## src/rtl/isa_tgt_pkg.sv

```systemverilog
package isa_tgt_pkg;

  typedef enum logic [1:0] {
    CYC_IDLE = 2'd0,
    CYC_WAIT = 2'd1,
    CYC_DONE = 2'd2
  } cyc_state_e;

  typedef struct packed {
    logic io;
    logic write;
  } cyc_kind_t;

endpackage

```

## src/rtl/isa_addr_decode.sv

```systemverilog
module isa_addr_decode #(
  parameter int unsigned ADDR_W    = 22,
  parameter int unsigned IO_DEC_W  = 16,
  parameter int unsigned MEM_DEC_W = 20,
  parameter int unsigned IO_BASE   = 'h3C0,
  parameter int unsigned IO_SPAN   = 32,
  parameter int unsigned MEM_BASE  = 'hA0000,
  parameter int unsigned MEM_SPAN  = 'h20000
) (
  input  logic [ADDR_W-1:0] addr,
  input  logic              aen,
  input  logic              refresh_n,
  output logic              io_hit,
  output logic              mem_hit
);

  localparam logic [IO_DEC_W-1:0]  IO_LO  = IO_DEC_W'(IO_BASE);
  localparam logic [IO_DEC_W-1:0]  IO_HI  = IO_DEC_W'(IO_BASE + IO_SPAN - 1);
  localparam logic [MEM_DEC_W-1:0] MEM_LO = MEM_DEC_W'(MEM_BASE);
  localparam logic [MEM_DEC_W-1:0] MEM_HI = MEM_DEC_W'(MEM_BASE + MEM_SPAN - 1);
  localparam int unsigned          UP_W   = ADDR_W - MEM_DEC_W;

  logic [IO_DEC_W-1:0]  io_off;
  logic [MEM_DEC_W-1:0] mem_off;
  logic                 low_meg;
  logic                 io_in_range;
  logic                 mem_in_range;

  always_comb begin
    io_off       = addr[IO_DEC_W-1:0];
    mem_off      = addr[MEM_DEC_W-1:0];
    low_meg      = (addr[ADDR_W-1:MEM_DEC_W] == UP_W'(0));
    io_in_range  = (io_off >= IO_LO) && (io_off <= IO_HI);
    mem_in_range = (mem_off >= MEM_LO) && (mem_off <= MEM_HI);
    io_hit       = io_in_range && !aen;
    mem_hit      = mem_in_range && low_meg && refresh_n;
  end

endmodule

```

## src/rtl/isa_lane_steer.sv

```systemverilog
module isa_lane_steer #(
  parameter int unsigned DATA_W = 16
) (
  input  logic              a0,
  input  logic              sbhe_n,
  input  logic [DATA_W-1:0] bus_wdata,
  input  logic              swap_q,
  input  logic [DATA_W-1:0] int_rdata,
  output logic [1:0]        be,
  output logic              swap,
  output logic [DATA_W-1:0] int_wdata,
  output logic [DATA_W-1:0] bus_rdata
);

  localparam int unsigned HALF = DATA_W / 2;

  always_comb begin
    be[0] = !a0;
    be[1] = !sbhe_n || a0;
    swap  = a0 && sbhe_n;
    if (swap) begin
      int_wdata = {bus_wdata[HALF-1:0], bus_wdata[HALF-1:0]};
    end else begin
      int_wdata = bus_wdata;
    end
    if (swap_q) begin
      bus_rdata = {int_rdata[DATA_W-1:HALF], int_rdata[DATA_W-1:HALF]};
    end else begin
      bus_rdata = int_rdata;
    end
  end

endmodule

```

## src/rtl/isa_cycle_fsm.sv

```systemverilog
module isa_cycle_fsm
  import isa_tgt_pkg::*;
(
  input  logic       clk,
  input  logic       rst_n,
  input  logic       start,
  input  logic       strobe_held,
  input  logic       ack,
  output cyc_state_e state
);

  cyc_state_e state_d;

  always_comb begin
    state_d = state;
    case (state)
      CYC_IDLE: if (start) state_d = CYC_WAIT;
      CYC_WAIT: if (ack) state_d = strobe_held ? CYC_DONE : CYC_IDLE;
      CYC_DONE: if (!strobe_held) state_d = CYC_IDLE;
      default:  state_d = CYC_IDLE;
    endcase
  end

  always_ff @(posedge clk or negedge rst_n) begin
    if (!rst_n) begin
      state <= CYC_IDLE;
    end else begin
      state <= state_d;
    end
  end

endmodule

```

## src/rtl/isa_target_if.sv

```systemverilog
module isa_target_if
  import isa_tgt_pkg::*;
#(
  parameter int unsigned ADDR_W    = 22,
  parameter int unsigned DATA_W    = 16,
  parameter int unsigned IO_DEC_W  = 16,
  parameter int unsigned MEM_DEC_W = 20,
  parameter int unsigned IO_BASE   = 'h3C0,
  parameter int unsigned IO_SPAN   = 32,
  parameter int unsigned MEM_BASE  = 'hA0000,
  parameter int unsigned MEM_SPAN  = 'h20000
) (
  input  logic              clk,
  input  logic              rst_n,
  input  logic [ADDR_W-1:0] bus_addr,
  input  logic              aen,
  input  logic              sbhe_n,
  input  logic              iord_n,
  input  logic              iowr_n,
  input  logic              smemr_n,
  input  logic              smemw_n,
  input  logic              refresh_n,
  input  logic [DATA_W-1:0] sd_in,
  output logic [DATA_W-1:0] sd_out,
  output logic              sd_oe,
  output logic              iochrdy_oe,
  output logic              iocs16_n,
  output logic              memcs16_n,
  output logic              req,
  output logic              req_write,
  output logic              req_is_io,
  output logic [ADDR_W-1:0] req_addr,
  output logic [1:0]        req_be,
  output logic [DATA_W-1:0] req_wdata,
  input  logic              ack,
  input  logic [DATA_W-1:0] rdata
);

  cyc_state_e        state;
  logic              io_hit;
  logic              mem_hit;
  logic              start;
  cyc_kind_t         kind_d;
  cyc_kind_t         kind_q;
  logic              strobe_held;
  logic              cap_en;
  logic              rd_en;
  logic [1:0]        be_d;
  logic              swap_d;
  logic              swap_q;
  logic [DATA_W-1:0] wdata_d;
  logic [DATA_W-1:0] rdata_q;
  logic [DATA_W-1:0] bus_rdata;
  logic [ADDR_W-1:0] addr_q;
  logic [1:0]        be_q;
  logic [DATA_W-1:0] wdata_q;

  isa_addr_decode #(
    .ADDR_W   (ADDR_W),
    .IO_DEC_W (IO_DEC_W),
    .MEM_DEC_W(MEM_DEC_W),
    .IO_BASE  (IO_BASE),
    .IO_SPAN  (IO_SPAN),
    .MEM_BASE (MEM_BASE),
    .MEM_SPAN (MEM_SPAN)
  ) i_decode (
    .addr     (bus_addr),
    .aen      (aen),
    .refresh_n(refresh_n),
    .io_hit   (io_hit),
    .mem_hit  (mem_hit)
  );

  isa_lane_steer #(
    .DATA_W(DATA_W)
  ) i_lanes (
    .a0       (bus_addr[0]),
    .sbhe_n   (sbhe_n),
    .bus_wdata(sd_in),
    .swap_q   (swap_q),
    .int_rdata(rdata_q),
    .be       (be_d),
    .swap     (swap_d),
    .int_wdata(wdata_d),
    .bus_rdata(bus_rdata)
  );

  isa_cycle_fsm i_fsm (
    .clk        (clk),
    .rst_n      (rst_n),
    .start      (start),
    .strobe_held(strobe_held),
    .ack        (ack),
    .state      (state)
  );

  // Cycle recognition: I/O takes priority over memory if both were asserted.
  always_comb begin
    kind_d = '{io: 1'b0, write: 1'b0};
    start  = 1'b0;
    if (io_hit && (!iord_n || !iowr_n)) begin
      start  = 1'b1;
      kind_d = '{io: 1'b1, write: !iowr_n};
    end else if (mem_hit && (!smemr_n || !smemw_n)) begin
      start  = 1'b1;
      kind_d = '{io: 1'b0, write: !smemw_n};
    end
  end

  always_comb begin
    case ({kind_q.io, kind_q.write})
      2'b11:   strobe_held = !iowr_n;
      2'b10:   strobe_held = !iord_n;
      2'b01:   strobe_held = !smemw_n;
      default: strobe_held = !smemr_n;
    endcase
  end

  assign cap_en = (state == CYC_IDLE) && start;
  assign rd_en  = (state == CYC_WAIT) && ack;

  always_ff @(posedge clk or negedge rst_n) begin
    if (!rst_n) begin
      kind_q  <= '{io: 1'b0, write: 1'b0};
      addr_q  <= '0;
      be_q    <= '0;
      wdata_q <= '0;
      swap_q  <= 1'b0;
    end else if (cap_en) begin
      kind_q  <= kind_d;
      addr_q  <= bus_addr;
      be_q    <= be_d;
      wdata_q <= wdata_d;
      swap_q  <= swap_d;
    end
  end

  always_ff @(posedge clk or negedge rst_n) begin
    if (!rst_n) begin
      rdata_q <= '0;
    end else if (rd_en) begin
      rdata_q <= rdata;
    end
  end

  always_comb begin
    req        = (state == CYC_WAIT);
    iochrdy_oe = (state == CYC_WAIT);
    req_write  = kind_q.write;
    req_is_io  = kind_q.io;
    req_addr   = addr_q;
    req_be     = be_q;
    req_wdata  = wdata_q;
    sd_oe      = (state != CYC_IDLE) && !kind_q.write && strobe_held;
    sd_out     = bus_rdata;
    iocs16_n   = !io_hit;
    memcs16_n  = !mem_hit;
  end

endmodule

```

## config.mk

```make
export PLATFORM = sky130hd
export DESIGN_NAME = isa_target_if
export DESIGN_NICKNAME = d
export VERILOG_FILES = /design/src/rtl/isa_tgt_pkg.sv /design/src/rtl/isa_addr_decode.sv /design/src/rtl/isa_lane_steer.sv /design/src/rtl/isa_cycle_fsm.sv /design/src/rtl/isa_target_if.sv
export SDC_FILE = /design/constraint.sdc
export NUM_CORES = 1
export LEC_CHECK = 0
export ABC_AREA = 0
export BUFFER_PORTS_ARGS = -buffer_cell sky130_fd_sc_hd__buf_2
export CORE_MARGIN = 1.5
export CORE_UTILIZATION = 45
export DETAILED_ROUTE_END_ITERATION = 8
export HOLD_SLACK_MARGIN = 0.03
export PLACE_DENSITY = 0.76
export SLEW_MARGIN = 15
export SYNTH_ARGS = -nofsm -noshare
export SYNTH_HDL_FRONTEND = slang
export SYNTH_SLANG_ARGS = --single-unit
export TNS_END_PERCENT = 1
```

## constraint.sdc

```tcl
create_clock -name clk -period 2.4 [get_ports clk]
set_input_delay 0.48 -clock clk [delete_from_list [all_inputs] [get_ports clk]]
set_output_delay 0.48 -clock clk [all_outputs]
set_load 0.02 [all_outputs]
```

# Word-level counts from Yosys, hierarchy flattened
# Index checks and enable logic that the tools add are counted.
# Widths: inputs -> output; s select.
[totals]
n_memories = 0
elab_cells = 61
inputBits = 64
reg_bits = 61
out_inout_bits = 63
ramBits = 0
latch_bits = 0
romBits = 0
[classes]
order_cmp = 4
mux = 12
n_mul = 0
shifts = 0
add_sub_neg = 0
div_mod_pow = 0
reduce_logical = 29
bitwise_logic = 0
eq_ne = 8
[ops]
columns = ["cell", "count"]
rows = [
  ["$ge 20x20->1 const B", 1],
  ["$le 20x20->1 const B", 1],
  ["$ge 16x10->1 const B", 1],
  ["$le 16x10->1 const B", 1],
  ["$mux 16", 1],
  ["$logic_and 1x1->1", 12],
  ["$logic_not 1->1", 10],
  ["$mux 2", 5],
  ["$mux 8", 1],
  ["$eq 2x2->1 const B", 3],
  ["$pmux 2 s3", 1],
  ["$eq 2x1->1 const B", 2],
  ["$logic_not 2->1", 2],
  ["$ne 2x2->1 const B", 2],
  ["$logic_or 1x1->1", 3],
  ["$mux 1", 3],
  ["$pmux 1 s3", 1],
  ["$reduce_and 3->1", 1],
  ["$ne 2x1->1 const B", 1],
  ["$reduce_bool 2->1", 1],
]

# Depth between registers and ports, before layout
# Gate-level depths: netlist (run 1).
[depth]
word_depth = 9
depth_mapped = 6
depth_no_buf = 4

# Modules after synthesis
# A second synthesis (run 1) with hierarchy kept.
[hier_totals]
cells_unflattened = 190
area_unflattened_um2 = 2926.6
[by_module_without_submodules]
columns = ["module", "area_per_inst_um2", "cells_each", "instances"]
rows = [
  ["isa_target_if", 2466.1, 140, 1],
  ["isa_lane_steer", 327.8, 37, 1],
  ["isa_cycle_fsm", 81.3, 7, 1],
  ["isa_addr_decode", 51.3, 6, 1],
]

# Worst setup path before layout (run 1)
# No wires, ideal clock.
[synth_path]
kind = "input -> register"
start = "in bus_addr[11]"
end = "reg addr_q[10], in the netlist req_addr[10]"
setup_ns = 0.125
slack_ns = -0.080
stages = 6
arrival_time_ns = 2.355
path_cell_list = "or4_1 > or3_1 > buf_6 > o21ai_4 > buf_12 > mux2_4"
[synth_between]
elab_chain_len = 8
elab_cells_between_ends = 14
cone_classes = "order compare: 4; mux: 2; reduce/logical: 8"
[synth_rtl]
columns = ["item", "line_no", "rtl"]
rows = [
  ["from (decl)", "isa_target_if.sv:15", "input logic [ADDR_W-1:0] bus_addr,"],
  ["$ge 20x20->1 or $le 20x20->1 (tied branches)", "isa_addr_decode.sv:34", "mem_in_range = (mem_off >= MEM_LO) && (mem_off <= MEM_HI);"],
  ["$logic_and 1x1->1", "isa_addr_decode.sv:34", ""],
  ["$logic_and 1x1->1 (2 in series)", "isa_addr_decode.sv:36", "mem_hit = mem_in_range && low_meg && refresh_n;"],
  ["$logic_and 1x1->1", "isa_target_if.sv:104", "end else if (mem_hit && (!smemr_n || !smemw_n)) begin"],
  ["$mux 1", "isa_target_if.sv:104", ""],
  ["$mux 1 *", "isa_target_if.sv:101", "if (io_hit && (!iord_n || !iowr_n)) begin"],
  ["$logic_and 1x1->1 *", "isa_target_if.sv:119", "assign cap_en = (state == CYC_IDLE) && start;"],
  ["to (signal assigned)", "isa_target_if.sv:131", "addr_q <= bus_addr;"],
  ["to (decl)", "isa_target_if.sv:54", "logic [ADDR_W-1:0] addr_q;"],
]
# Every way passes the cells marked *; elsewhere a longest branch is shown, timed or not.
# A chain may end at the register's enable or synchronous reset.

# Worst setup path in the final report (run 1)
[layout_path]
start = "in bus_addr[14]"
end = "out iocs16_n"
[layout_between]
elab_chain_len = 4
elab_cells_between_ends = 5
cone_classes = "order compare: 2; reduce/logical: 3"
[layout_rtl]
columns = ["item", "line_no", "rtl"]
rows = [
  ["$ge 16x10->1 or $le 16x10->1 (tied branches)", "isa_addr_decode.sv:33", "io_in_range = (io_off >= IO_LO) && (io_off <= IO_HI);"],
  ["$logic_and 1x1->1 *", "isa_addr_decode.sv:33", ""],
  ["$logic_and 1x1->1 *", "isa_addr_decode.sv:35", "io_hit = io_in_range && !aen;"],
  ["$logic_not 1->1 *", "isa_target_if.sv:156", "iocs16_n = !io_hit;"],
  ["to (decl)", "isa_target_if.sv:27", "output logic iocs16_n,"],
]
# Marks and branches as above.

==> metrics.csv, run 1 <==
metric,value,unit
Synth Area in Simple Gates,4.063,%
Gate Count Post-Synth,181,
vias in the first global route,1818,
Switching Share,29.55,%
Synth warnings,0,
Worst path slowest cell,or4b_1,
Worst-Margin Slew,724.0,ps
Synth Area in Compound Gates,1.791,%
ANT cells,0,
initial antenna violation count,0,
startpoint types,input pin,
clock skew,13.59,ps
Finished Cell Area,3721,µm²
iteration-0 DRC count of the detailed router,57,
CP dominant cell by count,buf_2,
number of port buffers,126,
placed cell area,3515,µm²
Root Driver,clkbuf_8,
first drt pass iteration count,4,
layout cells sized above 1,70.57,%
CTS Buffer Depth,2,
post-DP HPWL,4337,µm
Hold WC Path Type,input pin to asynchronous set/reset pin,
Psw,920.4,µW
Syn Nets,245,
largest family of logic cells by synthesized area,multiplexers,
height of the die,82.78,µm
Routed Antenna Nets,0,
DR vias/cell,4.821,
crit path kind,input pin to output pin,
Max-slew headroom,51.62,%
post-synthesis xor/xnor area fraction,0,%
crit end category,output pin,
crit-path leading delay family,simple AND/OR/NAND/NOR gates,
Post-Syn Area per Cell,15.82,µm²
initial core utilization,47.53,%
die area,6852,µm²
CTS tree,done,
sequential fraction of the synthesis area,53.30,%
FP Rows,28,
"Distinct cells, synth",27,
worst skew pair latency,330,ps
worst path required time,1920,ps
max cap viols,0,
nets@finish,375,
"Cell Chain, Critical Path",buf_2 > or4b_1 > or3_1 > buf_4 > buf_2,
chip width,82.78,µm
global route overflow,0,
min Tclk post-route,2356,ps
Final setup viols,0,
Hold Fails Final Rpt,0,
I/O pin total,127,
# DRC,0,
Mapped Area,2864,µm²
RSZ-0062 raised after global routing,false,
H-tree Lvls,3,
status,finished clean,
Resize count post-CTS,0,
"Slew Viols, Final",0,
final worst slack,44.22,ps
pre-CTS setup slack,-92.73,ps
crit share post-route,98.16,%
Core Region,6026,µm²
Layout area overhead,29.93,%
global-route wire length before repair,8500,µm
Worst Path Max Fanout,3,
Worst-path clk slew,70,ps
power per standard cell area,836.9,nW/µm²
# hold bufs at CTS,0,
GRT Util Overall,17.11,%
most frequent cells in the layout,"buf_2 (126), dfrtp_1 (61), mux2_4 (37)",
largest net degree at the start of global routing,39,
routability congestion estimate,0.7312,
clock share of power,30.9,%
routed via count,1885,
total CTS buffers,9,
Seq pwr share,42.5,%
WL final,5777,µm
Routed WL per cell,14.77,µm
Seq cells post-synth,61,
maximum vdd drop,0.4440,mV
# Post-CTS Setup Buffers,0,
Worst Path Buf+Inv,3,
Critical Path AT,1880,ps
clk sink count,61,
Synth Area in Adders,0,%
Critical Path Max Stage Delay,530,ps
"leading cell type in the layout, fill and taps excluded",buf_2,
f_max,424.5,MHz
Comb pwr share,26.6,%
mux contribution to synthesized area,34.64,%
Pleak,2.008,nW
internal power,2.194,mW
routing by layer:
metal  GRT usage [%]  routed length, µm
met1           22.05               2578
met2           26.99               2797
met3           5.027                359
met4           7.000                 42
met5               0                  0
worst paths after layout:
| check | startpoint | to | slack (ps) | depth (start not counted) |
|---|---|---|---|---|
| setup / recovery | bus_addr[14] | iocs16_n | 40 | 5 |
| hold / removal | rst_n | req_wdata[6]$_DFFE_PN0P_ | 130 | 1 |
| setup reg to reg | i_fsm.state[0]$_DFFE_PN0P_ | req_addr[2]$_DFFE_PN0P_ | 670 | 5 |
| hold reg to reg | rdata_q[2]$_DFFE_PN0P_ | rdata_q[2]$_DFFE_PN0P_ | 500 | 1 |
| max in group asynchronous | rst_n | req_addr[9]$_DFFE_PN0P_ | 1680 | 2 |
| min in group clk | rdata[9] | rdata_q[9]$_DFFE_PN0P_ | 380 | 2 |
state kept, by name, summed over array words and instances, names as in the netlist:
signal and flops:
i_fsm.state 2, req_wdata 16, req_be 2, req_write 1
swap_q 1, req_addr 22, rdata_q 16, req_is_io 1
cell families after synthesis:
family | count (synthesis)
muxes | 75
DFF | 61
and+or+nand+nor | 20
buffers and inverters | 19
AOI/OAI and AO/OA | 6
cell usage after synthesis:
cell,count,area (µm²)
buf_12,4,80.08
buf_4,9,67.56
mux2i_1,2,20.02
or4_1,1,7.510
a2111oi_0,1,8.760
nor2b_1,3,18.77
a21oi_1,1,5.000
nand2b_1,2,12.51
nand4b_1,1,8.760
nand2_1,7,26.28
o32ai_1,1,8.760
nor4_1,1,6.260
buf_6,1,11.26
or3_1,1,6.260
a21o_1,1,7.510
dfrtp_1,61,1526
or4b_1,1,10.01
mux4_2,1,22.52
nor2_1,1,3.750
o21ai_4,1,16.27
mux2_4,37,555.5
nor4bb_1,1,10.01
inv_1,3,11.26
nand4_1,1,6.260
clkbuf_1,2,7.510
mux2_2,35,394.1
o21ai_0,1,5.000
stage by stage:
| step | hold WS [ps] | utilization (%) | std cells | setup TNS (ps) | total power, mW |
|---|---|---|---|---|---|
| 2_1_floorplan | 184.4 | - | 181 | -2052 | 1.891 |
| 3_5_place_dp | 487.4 | 58.33 | 375 | -3121 | 2.177 |
| 6_report | 128.0 | 61.75 | 391 | 0 | 3.114 |
| 3_3_place_gp | 484.4 | 58.33 | 375 | -1730 | 2.151 |
| 4_1_cts | 131.8 | 61.75 | 391 | 0 | 3.151 |
| 5_1_grt | 150.1 | 61.75 | 391 | 0 | 3.270 |
power by group through the flow:
| stage | Sequential, mW | Combinational, mW | Clock, mW |
|---|---|---|---|
| global route | 1.35 | 0.886 | 1.03 |
| CTS | 1.32 | 0.839 | 0.987 |
| floorplan | 1.46 | 0.430 | 0 |
| detailed placement | 1.34 | 0.839 | 0 |
| finish | 1.32 | 0.829 | 0.963 |
| global placement | 1.33 | 0.820 | 0 |
area by class of cell:
cell class	instances	area, µm²
fillers	480	2305
multi-input cells	101	1160
well taps	75	93.84
repair buffers	135	723.2
inverters	3	11.26
flip-flops and latches	61	1526
clock buffers	11	131.4
clock inverters	5	75.07
Power figures use the tool's default switching activity.
==> run 2: changes to the inputs <==
--- a/config.mk
+++ b/config.mk
@@ -7,6 +7,7 @@
 export LEC_CHECK = 0
 export ABC_AREA = 0
 export BUFFER_PORTS_ARGS = -buffer_cell sky130_fd_sc_hd__buf_2
+export CORE_ASPECT_RATIO = 0.8
 export CORE_MARGIN = 1.5
 export CORE_UTILIZATION = 45
 export DETAILED_ROUTE_END_ITERATION = 8
==> metrics.csv, run 2 (synthesis results as in run 1) <==
metric,value,unit,change
pre-CTS setup slack,-102.8,ps,was -92.73 ps
Layout area overhead,32.46,%,was 29.93%
Routed WL per cell,14.93,µm,was 14.77 µm
H-tree Lvls,3,,unchanged
chip width,92.20,µm,was 82.78 µm
startpoint types,input pin,,unchanged
die area,6855,µm²,was 6852 µm²
power per standard cell area,883.7,nW/µm²,was 836.9 nW/µm²
FP Rows,25,,was 28
initial antenna violation count,0,,unchanged
Worst-path clk slew,70,ps,about the same
"Cell Chain, Critical Path",buf_2 > or4b_1 > or3_4 > buf_4 > buf_2,,was buf_2 > or4b_1 > or3_1 > buf_4 > buf_2
crit path kind,input pin to output pin,,unchanged
# hold bufs at CTS,0,,unchanged
Max-slew headroom,52.65,%,was 51.62%
routed via count,1907,,was 1885
Critical Path AT,1850,ps,was 1880 ps
Worst-Margin Slew,708.5,ps,was 724.0 ps
Hold WC Path Type,input pin to asynchronous set/reset pin,,unchanged
maximum vdd drop,0.3961,mV,was 0.4440 mV
worst skew pair latency,340,ps,was 330 ps
vias in the first global route,2003,,was 1818
height of the die,74.36,µm,was 82.78 µm
"leading cell type in the layout, fill and taps excluded",buf_2,,unchanged
Hold WS,148.2,ps,was 128.0 ps
max reg flops,22,,unchanged
Hold Fails Final Rpt,0,,unchanged
Routed Antenna Nets,0,,unchanged
post-DP HPWL,4451,µm,was 4337 µm
placed cell area,3527,µm²,was 3515 µm²
Root Driver,clkbuf_8,,unchanged
Worst path slowest cell,or4b_1,,unchanged
CTS tree,done,,unchanged
DR vias/cell,4.816,,was 4.821
max cap viols,0,,unchanged
Worst Path Buf+Inv,3,,unchanged
crit-path leading delay family,simple AND/OR/NAND/NOR gates,,unchanged
"Slew Viols, Final",0,,unchanged
min Tclk post-route,2335,ps,was 2356 ps
crit end category,output pin,,unchanged
number of port buffers,126,,unchanged
total CTS buffers,9,,unchanged
clock skew,7.981,ps,was 13.59 ps
Final setup viols,0,,unchanged
RSZ-0062 raised after global routing,false,,unchanged
reg-to-reg startpoint,i_fsm.state[1]$_DFFE_PN0P_,,was i_fsm.state[0]$_DFFE_PN0P_
Pleak,2.029,nW,was 2.008 nW
final worst slack,65.11,ps,was 44.22 ps
status,finished clean,,unchanged
f_max,428.3,MHz,was 424.5 MHz
crit share post-route,97.29,%,was 98.16%
nets@finish,374,,was 375
ANT cells,0,,unchanged
Crit. Startpoint,bus_addr[14],,unchanged
routability congestion estimate,0.6877,,was 0.7312
most frequent cells in the layout,"buf_2 (126), dfrtp_1 (61), mux2_4 (37)",,unchanged
# DRC,0,,unchanged
first drt pass iteration count,3,,was 4
layout cells sized above 1,71.43,%,was 70.57%
CTS Buffer Depth,2,,unchanged
clk sink count,61,,unchanged
Core Region,6037,µm²,was 6026 µm²
global route overflow,0,,unchanged
CP dominant cell by count,buf_2,,unchanged
Finished Cell Area,3794,µm²,was 3721 µm²
total power draw,3.352,mW,was 3.114 mW
WL final,5913,µm,was 5777 µm
Worst Path Max Fanout,3,,unchanged
largest net degree at the start of global routing,37,,was 39
global-route wire length before repair,9473,µm,was 8500 µm
Critical Path Max Stage Delay,550,ps,was 530 ps
number of fill cells,480,,unchanged
iteration-0 DRC count of the detailed router,48,,was 57
worst path required time,1920,ps,about the same
GRT Util Overall,18.68,%,was 17.11%
initial core utilization,47.44,%,was 47.53%
I/O pin total,127,,unchanged
-- run 2: cell types whose count changed in the layout (fill, tap and decap cells not counted) --
cell,delta
clkbuf_1,-2
buf_12,+1
buf_4,-2
clkinvlp_4,+1
clkinv_2,-1
bufinv_16,+2
or3_4,+1
or3_1,-1
-- run 2: per-layer routing --
metal,wire [µm],global-route usage [%],up-vias,part of all wire (%)
li1,-,-,898,-
met1,2623,23.20,918,44
met2,2755,29.55,78,47
met3,421,8.078,13,7.1
met4,113,6.667,0,1.9
met5,0,0,-,0
-- run 2: final timing paths --
check                                           end  slack [ps]  cells after the start
max in group asynchronous  req_addr[12]$_DFFE_PN0P_        1650                      2
max reg2reg                req_wdata[1]$_DFFE_PN0P_         670                      5
min                        req_wdata[3]$_DFFE_PN0P_         150                      1
min reg2reg                  rdata_q[7]$_DFFE_PN0P_         500                      1
min in group clk              req_be[0]$_DFFE_PN0P_         370                      2
max                                        iocs16_n          70                      5
-- run 2: repair_timing --
action	CTS	global route
endpoints found under the setup margin	0	1
gates resized for setup	0	1
setup buffers	0	0
-- run 2: layout make-up --
| cell class | instances | area [µm²] | area share [%] |
|---|---|---|---|
| clock inverter | 7 | 137.6 | 3.628 |
| tap | 81 | 101.3 | 2.671 |
| multi-input combinational | 101 | 1165 | 30.71 |
| inverter | 3 | 11.26 | 0.2968 |
| clock buffer | 9 | 123.9 | 3.265 |
| timing repair buffer | 134 | 728.2 | 19.20 |
| sequential | 61 | 1526 | 40.24 |
-- run 2: power by group --
part           switching, mW  leakage, nW  total [mW]  internal (mW)
logic                  0.426         1.10       0.831          0.405
registers              0.113        0.796        1.32           1.21
clock network          0.409        0.129        1.20          0.791
total                  0.949         2.03        3.35           2.40
-- run 2: stage by stage --
stage | cells | util, % | TNS [ps]
after floorplan | 181 | - | -2052
after global placement | 380 | 58.42 | -2082
after detailed placement | 380 | 58.42 | -3002
after CTS | 396 | 62.76 | 0
after global routing | 396 | 62.84 | 0
final | 396 | 62.84 | 0
-- run 2: worst reg2reg max path, cell delays in order, from the launching register on --
cell and delay, ps:
dfrtp_1 400, nor2_1 230, nand2_1 160, o21ai_4 260, buf_12 230, mux2_4 330
